<file path="src/rtl/lc_pkg.sv">
package lc_pkg;

    typedef enum logic [1:0] {
        LC_OPEN     = 2'b00,
        LC_LOCKED   = 2'b01,
        LC_ANALYSIS = 2'b10
    } lc_state_e;

    typedef struct packed {
        lc_state_e state;
        logic      used;
        logic      pw_err;
    } lc_regs_t;

endpackage

</file>
<file path="src/rtl/lc_pw_cmp.sv">
module lc_pw_cmp #(
    parameter int PW_W = 15
) (
    input  logic [PW_W-1:0] stored_i,
    input  logic [PW_W-1:0] cand_i,
    output logic            match_o
);
    // Full-width equality check of a candidate password against one stored field.
    assign match_o = (stored_i == cand_i);
endmodule

</file>
<file path="src/rtl/lc_policy.sv">
module lc_policy
    import lc_pkg::*;
#(
    parameter int               PIN_W    = 3,
    parameter logic [PIN_W-1:0] ENG_CODE = 3'b100
) (
    input  lc_state_e        state_i,
    input  logic             auth_pass_i,
    input  logic [PIN_W-1:0] boot_pins_i,
    output logic             auth_req_o,
    output logic             boot_ok_o,
    output logic             eng_ok_o
);
    always_comb begin
        auth_req_o = 1'b0;
        boot_ok_o  = 1'b0;
        eng_ok_o   = 1'b0;
        case (state_i)
            LC_OPEN: begin
                boot_ok_o = 1'b1;
                eng_ok_o  = (boot_pins_i == ENG_CODE);
            end
            LC_LOCKED: begin
                auth_req_o = 1'b1;
                boot_ok_o  = auth_pass_i;
            end
            default: ;
        endcase
    end
endmodule

</file>
<file path="src/rtl/lc_lifecycle_ctrl.sv">
module lc_lifecycle_ctrl
    import lc_pkg::*;
#(
    parameter int               PW_W     = 15,
    parameter int               PIN_W    = 3,
    parameter logic [PIN_W-1:0] ENG_CODE = 3'b100
) (
    input  logic               clk_i,
    input  logic               rst_i,
    input  logic               fuse_close_i,
    input  logic               fuse_used_i,
    input  logic [2*PW_W-1:0]  fuse_pw_i,
    input  logic [PW_W-1:0]    dbg_pw_i,
    input  logic               unlock_req_i,
    input  logic               relock_req_i,
    input  logic               auth_pass_i,
    input  logic [PIN_W-1:0]   boot_pins_i,
    output logic [1:0]         state_o,
    output logic               auth_req_o,
    output logic               boot_ok_o,
    output logic               eng_ok_o,
    output logic               pw_err_o
);
    localparam int N_FIELDS  = 2;
    localparam int F_UNLOCK  = 0;
    localparam int F_RELOCK  = 1;

    lc_regs_t            regs_d, regs_q;
    logic [N_FIELDS-1:0] match;

    // One comparator per stored password field; field k sits at [k*PW_W +: PW_W].
    for (genvar k = 0; k < N_FIELDS; k++) begin : g_cmp
        lc_pw_cmp #(.PW_W(PW_W)) i_cmp (
            .stored_i (fuse_pw_i[k*PW_W +: PW_W]),
            .cand_i   (dbg_pw_i),
            .match_o  (match[k])
        );
    end

    always_comb begin
        regs_d        = regs_q;
        regs_d.pw_err = 1'b0;
        case (regs_q.state)
            LC_LOCKED: begin
                if (unlock_req_i && !regs_q.used) begin
                    if (match[F_UNLOCK]) begin
                        regs_d.state = LC_ANALYSIS;
                        regs_d.used  = 1'b1;
                    end else begin
                        regs_d.pw_err = 1'b1;
                    end
                end
            end
            LC_ANALYSIS: begin
                if (relock_req_i) begin
                    if (match[F_RELOCK]) regs_d.state  = LC_LOCKED;
                    else                 regs_d.pw_err = 1'b1;
                end
            end
            default: ;
        endcase
        if (rst_i) begin
            regs_d.state  = fuse_close_i ? LC_LOCKED : LC_OPEN;
            regs_d.used   = fuse_used_i;
            regs_d.pw_err = 1'b0;
        end
    end

    always_ff @(posedge clk_i) begin
        regs_q <= regs_d;
    end

    lc_policy #(.PIN_W(PIN_W), .ENG_CODE(ENG_CODE)) i_policy (
        .state_i     (regs_q.state),
        .auth_pass_i (auth_pass_i),
        .boot_pins_i (boot_pins_i),
        .auth_req_o  (auth_req_o),
        .boot_ok_o   (boot_ok_o),
        .eng_ok_o    (eng_ok_o)
    );

    assign state_o  = regs_q.state;
    assign pw_err_o = regs_q.pw_err;

    // Assertions

    assert_err_keeps_state_R8: assert property (@(posedge clk_i) disable iff (rst_i)
        pw_err_o |-> (state_o == $past(state_o)));

    assert_used_sticky_R6: assert property (@(posedge clk_i) disable iff (rst_i)
        regs_q.used |=> regs_q.used);

    assert_analysis_from_locked_R5: assert property (@(posedge clk_i) disable iff (rst_i)
        (state_o == LC_ANALYSIS && $past(state_o) != LC_ANALYSIS)
            |-> ($past(state_o) == LC_LOCKED && !$past(regs_q.used)));

    assert_no_return_open_R10: assert property (@(posedge clk_i) disable iff (rst_i)
        (state_o != LC_OPEN) |=> (state_o != LC_OPEN));

    assert_analysis_gated_R3: assert property (@(posedge clk_i) disable iff (rst_i)
        (state_o == LC_ANALYSIS) |-> (!boot_ok_o && !eng_ok_o));

    assert_locked_auth_R2: assert property (@(posedge clk_i) disable iff (rst_i)
        (state_o == LC_LOCKED && !auth_pass_i) |-> (auth_req_o && !boot_ok_o));

    assert_eng_only_open_R4: assert property (@(posedge clk_i) disable iff (rst_i)
        eng_ok_o |-> (state_o == LC_OPEN && boot_pins_i == ENG_CODE));

endmodule

</file>
<file path="config.mk">
export PLATFORM = sky130hd
export DESIGN_NAME = lc_lifecycle_ctrl
export DESIGN_NICKNAME = d
export VERILOG_FILES = /design/src/rtl/lc_pkg.sv /design/src/rtl/lc_pw_cmp.sv /design/src/rtl/lc_policy.sv /design/src/rtl/lc_lifecycle_ctrl.sv
export SDC_FILE = /design/constraint.sdc
export NUM_CORES = 1
export LEC_CHECK = 0
export BUFFER_PORTS_ARGS = -buffer_cell sky130_fd_sc_hd__buf_2
export CAP_MARGIN = 20
export CORE_UTILIZATION = 35
export CTS_BUF_LIST = sky130_fd_sc_hd__clkbuf_4 sky130_fd_sc_hd__clkbuf_8 sky130_fd_sc_hd__clkbuf_16
export CTS_CLUSTER_SIZE = 28
export DETAILED_ROUTE_END_ITERATION = 8
export PLACE_DENSITY_LB_ADDON = 0.15
export SYNTH_ARGS = -nofsm -noshare
export SYNTH_HDL_FRONTEND = slang
export SYNTH_SLANG_ARGS = --single-unit
</file>
<file path="constraint.sdc">
create_clock -name clk_i -period 1.8 [get_ports clk_i]
set_input_delay 0.27 -clock clk_i [delete_from_list [all_inputs] [get_ports clk_i]]
set_output_delay 0.27 -clock clk_i [all_outputs]
set_load 0.005 [all_outputs]
</file>
[Word level (Yosys, flattened, before mapping)]
Cells that the tools add are included.
Operators by class
  equality and inequality tests: 9
  multiplexer cells: 15
  reduce and logical (&&, ||, !) cells: 9
Operators with widths (count)
  15-bit == test: 2
  3-bit inequality test, second input constant: 3
  4-bit two-way mux: 2
  1-bit two-way mux: 7
  2-bit nonzero test: 3
  5-bit AND reduction: 1
  2-bit two-way mux: 2
  1-bit case mux with 2 select lines: 2
  2-bit case mux with 2 select lines: 1
  3-bit == test, second input constant: 1
  3-bit two-way mux: 1
  3-bit by 2-bit inequality test with 1-bit output, second input constant: 1
  3-bit AND reduction: 1
  3-bit nonzero test: 1
  2-bit by 1-bit == test with 1-bit output, second input constant: 1
  2-bit == test, second input constant: 1
  2-bit zero test: 1
  1-bit logical AND: 1
  1-bit zero test: 1
Word-level totals
  bits in registers: 4
  input port bits: 55
  output and inout port bits: 6
  logic and storage cells: 36

[Logic depth before layout (Yosys ltp)]
  word-level depth: 5
  mapped depth: 6

[By module]
From an unflattened synthesis, not the netlist that was laid out.
Unflattened totals
  cells, all modules: 72
  area total of the unflattened synthesis: 634.4 um2
By module, submodules not included
  lc_pw_cmp: times used 2, cells an instance 20, area each 167.7 um2, sequential area each 0.0 um2
  lc_lifecycle_ctrl: times used 1, cells an instance 27, area each 269.0 um2, sequential area each 110.1 um2
  lc_policy: times used 1, cells an instance 5, area each 30.0 um2, sequential area each 0.0 um2

[Least setup slack after synthesis]
Ideal clock, no wire load.
  path type: input to register
  start point: input dbg_pw_i[9]
  end point: register regs_q[2], in the netlist state_o[0] (enable)
  library setup time: 0.320 ns
  arrival time: 1.147 ns
  data required time: 1.480 ns
  slack: 0.333 ns
  stages on the path: 5
  path buffers: 0
  cells stage by stage: xnor2_1 > nand4_1 > nor4_2 > nand2_1 > a31oi_1
On the way
  cells in the longest elaborated chain, start to end: 3
Ends and longest elaborated chain
  start, declared: line lc_lifecycle_ctrl.sv:13  | input logic [PW_W-1:0] dbg_pw_i,
  15-bit == test: line lc_pw_cmp.sv:9  | assign match_o = (stored_i == cand_i);
  3-bit inequality test (no line) / 3-bit by 2-bit inequality test with 1-bit output (equally long branches)
  5-bit AND reduction (no line) (*)
  end signal, assigned: line lc_lifecycle_ctrl.sv:70  | regs_q <= regs_d;
  end, declared: line lc_lifecycle_ctrl.sv:28  | lc_regs_t regs_d, regs_q;
Every way passes the cells marked *; elsewhere a longest branch is shown, timed or not.
A chain may end at the register's enable or synchronous reset.

[Final worst setup path]
  start point: register regs_q[3], in the netlist state_o[1]
  end point: register regs_q[2], in the netlist state_o[0] (enable)
On the way
  cells in the longest elaborated chain, start to end: 3
Ends and longest elaborated chain
  2-bit by 1-bit == test with 1-bit output / 2-bit == test (equally long branches): line lc_lifecycle_ctrl.sv:43  | case (regs_q.state)
  3-bit inequality test (no line) (tied with other cells)
  5-bit AND reduction (no line) (*)
Marked as above.

==> metrics.md <==
| Metric | Value |
|---|---|
| Yosys top cell by area | `xnor2_1` |
| Top Ports | `61` |
| Worst VDD drop | `0.2337 mV` |
| Startpoint Class | `register` |
| Netlist cell types | `21` |
| CTS tree | `built` |
| H-tree Lvls | `1` |
| Met1 Use GR | `19.65%` |
| Worst Path Arrival | `1.50 ns` |
| Cells after synthesis | `70` |
| HP Class | `in2reg` |
| Largest net degree at the start of global routing | `6` |
| DR WL/cell | `9.586 µm` |
| Reg2reg start | `state_o[1]` |
| Die Ht | `44.28 µm` |
| Max Fclk | `0.6295 GHz` |
| First-pass GRT wire length | `2.470 mm` |
| Syn nets | `128` |
| Gr ovfl total | `0` |
| Capture point of the worst reg-to-reg path | `state_o[0]` |
| Fin. Hold Viols | `0` |
| Number of nets with antenna violations after routing | `0` |
| Min-delay src | `fuse_used_i` |
| Setup slack, reg-to-reg | `0.21 ns` |
| Register area share after synthesis | `17.60%` |
| Routed vias/inst | `4.459` |
| CP max stage delay | `0.40 ns` |
| CP delay by family, top | `compound AO/OA/AOI/OAI gates` |
| Vias in the first global route | `642` |
| Total CTS buffers | `3` |
| Gp weighted congestion | `0.6562` |
| Max-slew violations | `0` |
| GRT Overall Usage | `16.76%` |
| Crit path cell chain | `inv_1 > ha_1 > inv_1 > o21ai_0 > a31oi_1 > a31oi_1` |
| Ys Warns | `0` |
| Starting Density | `39.25%` |
| DP Area | `948.4 µm²` |
| Power Density | `484.2 nW/µm²` |
| Total power | `0.4737 mW` |
| RSZ-0062 raised after global routing | `false` |
| Tmin final | `1.589 ns` |
| Tightest Pin Transition | `0.2625 ns` |
| Post-CTS Setup Inserts | `0` |
| Hold Slack | `0.3253 ns` |
| P_leak | `0.4632 nW` |
| Syn Std Cell Area | `625.6 µm²` |
| Setup crit end kind | `register` |
| Finished Cell Area | `978.4 µm²` |
| Crit path kind | `reg2reg` |
| Worst R2R Path Depth | `6` |
| Setup TNS | `0 ns` |
| Simple-gate area share of the yosys netlist | `21.60%` |
| Hold buffers post-CTS | `0` |
| Width of the die | `44.28 µm` |
| Vias | `700` |
| Post-Synth XOR/XNOR Area | `42.00%` |
| Clk buf depth | `2` |
| Port-buffer cells | `60` |
| Worst setup startpoint | `state_o[1]` |
| Crit path depth | `6` |
| Diode count | `0` |
| Drt total wl | `1.505 mm` |
| Area growth syn-to-layout | `56.40%` |
| Top-area cell type share of the netlist area | `42.00%` |
| Fin crit share | `88.26%` |
| Met3 GRT Util | `1.224%` |
| Initial DRT Pass Iterations | `6` |
| Clock Pin Slew Worst Setup and Hold Paths | `0.05 ns` |
| Post_cts resized | `0` |
| Initial antenna violation count | `0` |
| Final setup violation count | `0` |
| CP max-delay cell | `edfxtp_1` |
| Rel. slew slack | `82.42%` |
| CP bufs+invs | `2` |
| Clock Latency Late Sink | `0.24 ns` |
| Adder-Cell Fraction of Synth Area | `6.000%` |
| Largest family of logic cells by synthesized area | `XOR/XNOR gates` |
| GR Util met2 | `30.88%` |
| Crit path capture | `state_o[0]` |
| Synth Area in Compound Gates | `6.200%` |
| Status | `finished, final reports clean` |
| Rows | `14` |
| Synth top area cells | `xnor2_1, edfxtp_1, ha_1` |
| Mux contribution to synthesized area | `1.800%` |
| Die area | `1960 µm²` |
| CTS sink cnt | `4` |
| Crit-path max FO | `5` |
| DPL Wire Length | `1.339 mm` |
| Worst Path Required | `1.71 ns` |
| Number of synthesized register bits | `4` |
| Post-Place Setup Slack | `0.07237 ns` |
| Share of cells above drive strength 1 | `51.13%` |
| Max-cap violations | `0` |
| Root Driver | `clkbuf_4` |
| Final WS setup | `0.2113 ns` |
| DRC | `0` |
| Nets | `192` |
| Clk_skew | `0.009978 ns` |
| Core area | `1594 µm²` |
| Syn avg cell area | `8.937 µm²` |
| GR peak layer | `met2` |
| First DRT Iteration DRCs | `11` |
## per-layer routing
layer	vias to the layer above	share of wire, %
met2	35	49
met4	0	0
met3	0	7.1
met5	-	0
met1	296	44
li1	369	-
## worst register-to-register path, cell delays in order, from the launching register on
cell,delay (ns)
edfxtp_1,0.40
inv_1,0.10
ha_1,0.23
inv_1,0.07
o21ai_0,0.16
a31oi_1,0.06
a31oi_1,0.24
## power breakdown
part	internal [mW]	total [mW]	switching (mW)
sequential	0.112	0.117	0.00524
clock	0.0986	0.142	0.0432
combinational	0.121	0.215	0.0934
total	0.332	0.474	0.142
## metrics by stage
stage	util, %	instances
after floorplan	-	70
after global placement	59.50	153
after detailed placement	59.50	153
after CTS	61.38	157
after global routing	61.38	157
final	61.38	157
## layout make-up
cell class                 count  area (µm²)
fill                         151       615.6
multi-input combinational     60       485.5
timing repair buffer          61       307.8
sequential                     4       110.1
clock buffer                   4       30.03
tap                           24       30.03
inverter                       4       15.01
## kinds of logic (layout without fill, tap and decap cells)
logic type      Yosys count  in the layout
compound gates            6              6
xor+xnor                 30             30
fa+ha+maj                 3              3
buf+inv                   6             69
flops                     4              4
mux                       1              1
simple gates             20             20
## synth_stat cells
| library cell | instances |
|---|---|
| and3_1 | 1 |
| buf_4 | 2 |
| nand2_1 | 4 |
| dfxtp_1 | 1 |
| a31oi_1 | 2 |
| inv_1 | 4 |
| nand3_1 | 3 |
| nor3_1 | 1 |
| nor4bb_1 | 1 |
| o32ai_1 | 1 |
| nor4_4 | 1 |
| mux2_2 | 1 |
| nor4_2 | 1 |
| nand4_1 | 6 |
| ha_1 | 3 |
| o21ai_0 | 2 |
| edfxtp_1 | 3 |
| a21o_1 | 1 |
| nor2b_1 | 1 |
| xnor2_1 | 30 |
| nand2b_1 | 1 |
## worst min-delay path by stage
stage / slack, ns / cells after the start / endpoint
after global placement: 0.56 / 3 / regs_q[1]
after detailed placement: 0.57 / 3 / regs_q[1]
after global routing: 0.32 / 3 / regs_q[1]
after floorplan: 0.46 / 2 / regs_q[1]
after CTS: 0.32 / 3 / regs_q[1]
final: 0.33 / 3 / regs_q[1]
## flip-flops by register name, indices dropped and copies added, names as in the netlist
name and flops:
state_o 2, regs_q 1, pw_err_o 1
## placed cells by master, fill, tap and decap left out, types with 2 or more instances in the layout
master and instances:
nand4_1 6, edfxtp_1 3, inv_1 4, nand2_1 4
nand3_1 3, clkbuf_4 4, ha_1 3, o21ai_0 2
a31oi_1 2, xnor2_1 30, buf_2 60
(Power assumes the default switching activity.)
